$ cat src/rtl/host_window_remap.sv
module host_window_remap #(
  parameter int AW        = 32,
  parameter int RA_W      = 4,
  parameter int OFS_CTRL  = 0,
  parameter int OFS_REMAP = 8,
  parameter int OFS_MASK  = 12,
  parameter int EN_A_BIT  = 8,
  parameter int EN_B_BIT  = 10
) (
  input  logic          clk,
  input  logic          rst_n,
  input  logic          reg_wr,
  input  logic [RA_W-1:0] reg_addr,
  input  logic [AW-1:0] reg_wdata,
  output logic [AW-1:0] reg_rdata,
  input  logic          host_valid,
  input  logic [AW-1:0] host_addr,
  output logic          out_valid,
  output logic          out_hit,
  output logic [AW-1:0] out_addr
);
  localparam int HW = AW / 2;

  logic          en_a, en_b;
  logic [AW-1:0] remap_q, mask_q;

  wire sel_ctrl  = reg_addr == RA_W'(OFS_CTRL);
  wire sel_remap = reg_addr == RA_W'(OFS_REMAP);
  wire sel_mask  = reg_addr == RA_W'(OFS_MASK);

  always_ff @(posedge clk) begin
    if (!rst_n) begin
      en_a    <= 1'b0;
      en_b    <= 1'b0;
      remap_q <= '0;
      mask_q  <= '0;
    end else if (reg_wr) begin
      if (sel_ctrl) begin
        en_a <= reg_wdata[EN_A_BIT];
        en_b <= reg_wdata[EN_B_BIT];
      end
      if (sel_remap) remap_q <= reg_wdata;
      if (sel_mask)  mask_q  <= reg_wdata;
    end
  end

  always_comb begin
    reg_rdata = '0;
    if (sel_ctrl) begin
      reg_rdata[EN_A_BIT] = en_a;
      reg_rdata[EN_B_BIT] = en_b;
    end else if (sel_remap) begin
      reg_rdata = remap_q;
    end else if (sel_mask) begin
      reg_rdata = mask_q;
    end
  end

  wire [HW-1:0] req_hi   = host_addr[AW-1:HW];
  wire          in_win   = ((req_hi ^ remap_q[HW-1:0]) & ~mask_q[HW-1:0]) == '0;
  wire [HW-1:0] local_hi = (remap_q[AW-1:HW] & mask_q[AW-1:HW]) | (req_hi & ~mask_q[AW-1:HW]);
  wire          fwd      = host_valid & en_a & en_b & in_win;

  always_ff @(posedge clk) begin
    if (!rst_n) begin
      out_valid <= 1'b0;
      out_hit   <= 1'b0;
      out_addr  <= '0;
    end else begin
      out_valid <= host_valid;
      out_hit   <= fwd;
      out_addr  <= fwd ? {local_hi, host_addr[HW-1:0]} : '0;
    end
  end

  a_r4_needs_both_enables: assert property (@(posedge clk) disable iff (!rst_n)
    out_hit |-> $past(en_a && en_b));

  a_r6_low_half_passes: assert property (@(posedge clk) disable iff (!rst_n)
    out_hit |-> out_addr[HW-1:0] == $past(host_addr[HW-1:0]));

  a_r7_miss_addr_zero: assert property (@(posedge clk) disable iff (!rst_n)
    !out_hit |-> out_addr == '0);

  a_r8_hit_implies_valid: assert property (@(posedge clk) disable iff (!rst_n)
    out_hit |-> out_valid);

  a_r3_unmapped_reads_zero: assert property (@(posedge clk) disable iff (!rst_n)
    !(sel_ctrl || sel_remap || sel_mask) |-> reg_rdata == '0);
endmodule

$ cat config.mk
export PLATFORM = sky130hd
export DESIGN_NAME = host_window_remap
export DESIGN_NICKNAME = d
export VERILOG_FILES = /design/src/rtl/host_window_remap.sv
export SDC_FILE = /design/constraint.sdc
export NUM_CORES = 1
export LEC_CHECK = 0
export ABC_CLOCK_PERIOD_IN_PS = 2040
export BUFFER_PORTS_ARGS = -buffer_cell sky130_fd_sc_hd__buf_2
export CAP_MARGIN = 15
export CORE_UTILIZATION = 51
export CTS_CLUSTER_SIZE = 30
export DETAILED_ROUTE_END_ITERATION = 6
export MAX_ROUTING_LAYER = met4
export PLACE_DENSITY_LB_ADDON = 0.15
export SYNTH_ARGS = -nofsm -noshare
export SYNTH_HDL_FRONTEND = slang
export SYNTH_SLANG_ARGS = --single-unit
$ cat constraint.sdc
create_clock -name clk -period 2.04 [get_ports clk]
set_input_delay 0.306 -clock clk [delete_from_list [all_inputs] [get_ports clk]]
set_output_delay 0.306 -clock clk [all_outputs]
set_load 0.01 [all_outputs]
==> results by group <==
Outcome
  – Status: finished, final reports clean

Worst setup path
  – Worst-path fanout max: 33
  – Worst path cell trace: xnor2_1, o22ai_1, or4_2, buf_12, nor4_1
  – WP depth: 5
  – Reg2reg path depth: 5
  – Crit path launch type: flip-flop
  – Crit path capture type: flip-flop
  – CP required: 2300 ps
  – CP arrival: 2170 ps
  – Worst Setup Path Type: flip-flop to flip-flop
  – CP peak stage delay: 710 ps
  – Top Family by Delay on Critical Path: simple AND/OR/NAND/NOR gates
  – CP max stage cell: or4_2
  – WP buf/inv: 1

Clock tree
  – Clock tree root buffer cell: clkbuf_8
  – Hold buffer count at cts: 0
  – CTS tree: built
  – Clk Latency, worst-skew pair: 350 ps
  – CTS Buf Count: 9
  – H-tree Lvls: 3
  – Clock Path Buffers: 2
  – Post-CTS sizing: 0
  – Post-CTS setup buffers: 0
  – Worst-path clk slew: 90 ps
  – CTS Sinks: 100

Global route
  – Largest net degree at the start of global routing: 67
  – Total GRT Usage: 27.6%
  – Initial antenna violation count: 0
  – First-pass GRT wire length: 18800 um
  – Grt ovf: 0
  – Number of global-route vias before repair: 3794

Routing
  – Drt pass-1 iters: 4
  – DRC: 0
  – Vias per Instance: 5.47
  – Routed WL: 12000 um
  – Wire per inst: 16.2 um
  – Antenna viol nets, final: 0
  – Starting DRT DRC Count: 223
  – Vias: 4040

Die
  – Die Span X: 96.0 um
  – Core outline area: 8380 um2
  – Initial Util: 53.8%
  – DIE AREA: 9220 um2
  – Floorplan row count: 33
  – Die height: 96.0 um
  – Ports: 138

Hold path
  – Hold depth: 3
  – Hold Crit Class: input pin to flip-flop

Layout
  – Inserted Diodes: 0
  – # fillers: 751
  – Finished Layout Cells: 738
  – Nets: 701
  – Layout cell share with drive strength beyond 1: 31.9%
  – Design Area, Final: 5480 um2
  – Layout area overhead: 21.5%
  – Finished Core Util: 65.4%

Placed design
  – Placement Setup Slack: 77.4 ps
  – Placed Cells incl. Taps: 723
  – Gpl congestion: 0.779
  – Dpl cell area: 5290 um2
  – Port buffer count: 137
  – DP HPWL: 8050 um

STA
  – Post-layout min period: 1910 ps
  – Setup Viol. Count Final: 0
  – Hold slack: 175 ps
  – Max Freq: 523 MHz
  – Total negative slack: 0 ps
  – Final slew viol count: 0
  – Hold Fails Final Rpt: 0
  – RSZ-0062 raised after global routing: false
  – Post-route clock period utilization: 93.6%
  – Final WS setup: 130 ps
  – Measured slew at the worst slew-check pin: 576 ps
  – Slew headroom: 61.6%
  – Worst Clk Skew: 7.66 ps

Power
  – PD cells: 636 nW/um2
  – Overall power: 3.49 mW
  – Static Leak: 2.15 nW
  – Peak VDD IR: 0.000304 V

Synth
  – Post-synth EDFFs: 0
  – Yosys cell types: 26
  – Syn_area_per_cell: 8.85 um2
  – Post-Syn Area: 4510 um2
  – Syn nets: 581
  – Post-synthesis sequential area ratio: 44.4%
  – Synth Warn #: 0
  – Flops & latches, synth: 100
  – Top_reg_cell synth: dfxtp_1
  – Asr flop ratio synth: 0%
  – Syn Inst Count: 509

Job
  – Max Cap Violations: 0
==> tightest hold or removal path, cell delays in order <==
cell	delay (ps)
buf_2	100
inv_1	50
nor4_2	40
==> power breakdown <==
| part | internal (mW) | switching [mW] |
|---|---|---|
| Sequential | 1.97 | 0.0146 |
| Clock | 0.561 | 0.665 |
| Combinational | 0.123 | 0.154 |
==> flip-flops by register name (all words and copies together), names as in the netlist <==
register / count
remap_q: 32
out_hit: 1
en_b: 1
out_addr: 32
out_valid: 1
en_a: 1
mask_q: 32
==> synth_stat cells, types with 3 or more instances <==
cell type,instances,area [um2]
o22ai_1,7,43.8
a21boi_1,9,67.6
nor2_1,31,116
nand2_1,132,495
inv_1,18,67.6
buf_6,4,45.0
mux2i_1,16,160
xnor2_1,16,140
a21boi_0,57,428
nand3_1,3,15.0
buf_2,12,60.1
nor4_1,3,18.8
nor4_2,30,375
dfxtp_1,100,2000
clkbuf_1,24,90.1
a22oi_1,32,240
==> layout by cell type (no fill, tap or decap), types with 2 or more instances in the layout <==
| cell | n |
|---|---|
| and2_1 | 2 |
| dfxtp_1 | 100 |
| a22oi_1 | 32 |
| nor2_1 | 31 |
| nor4_2 | 29 |
| buf_4 | 9 |
| xnor2_1 | 16 |
| nand3_1 | 3 |
| a21oi_1 | 2 |
| buf_12 | 5 |
| mux2i_1 | 16 |
| buf_2 | 137 |
| nand2_1 | 132 |
| a21boi_0 | 57 |
| clkbuf_8 | 9 |
| a21boi_1 | 9 |
| o22ai_1 | 7 |
| inv_1 | 18 |
| clkinv_2 | 2 |
| nor4_1 | 3 |
| clkinvlp_4 | 2 |
| nand2b_1 | 2 |
==> routing by layer <==
layer  global-route usage (%)  share of wire (%)  up-vias
met4                     7.21               0.90        0
met5                        -                  0        -
met3                     3.71                3.9       11
met2                     44.6                 48      108
met1                     36.3                 47     1962
li1                         -                  -     1959
==> final timing paths <==
kind	startpoint	to	slack [ps]
setup / recovery	remap_q[9]$_SDFFE_PN0P_	out_addr[16]$_SDFF_PN0_	130
hold reg to reg	remap_q[28]$_SDFFE_PN0P_	remap_q[28]$_SDFFE_PN0P_	480
hold / removal	host_addr[12]	out_addr[12]$_SDFF_PN0_	180
setup reg to reg	remap_q[9]$_SDFFE_PN0P_	out_addr[16]$_SDFF_PN0_	130
==> final cells by class <==
class                   count  area, um2  share of cell area (%)
well taps                 105        131                    2.40
clock buffers               9        124                    2.26
clock inverters             6       63.8                    1.16
repair buffers            151        853                    15.6
flip-flops and latches    100       2000                    36.5
inverters                  18       67.6                    1.23
multi-input cells         349       2240                    40.8
==> cell families (layout without fill, tap and decap cells) <==
kind of cell	count (synthesis)	count (layout)	synth area share [%]
simple gates	209	209	24.5
compound gates	108	108	17.7
flops	100	100	44.4
buf+inv	60	184	6.72
xor+xnor	16	16	3.11
mux	16	16	3.55
No activity file was read; power rests on OpenSTA's default activity.
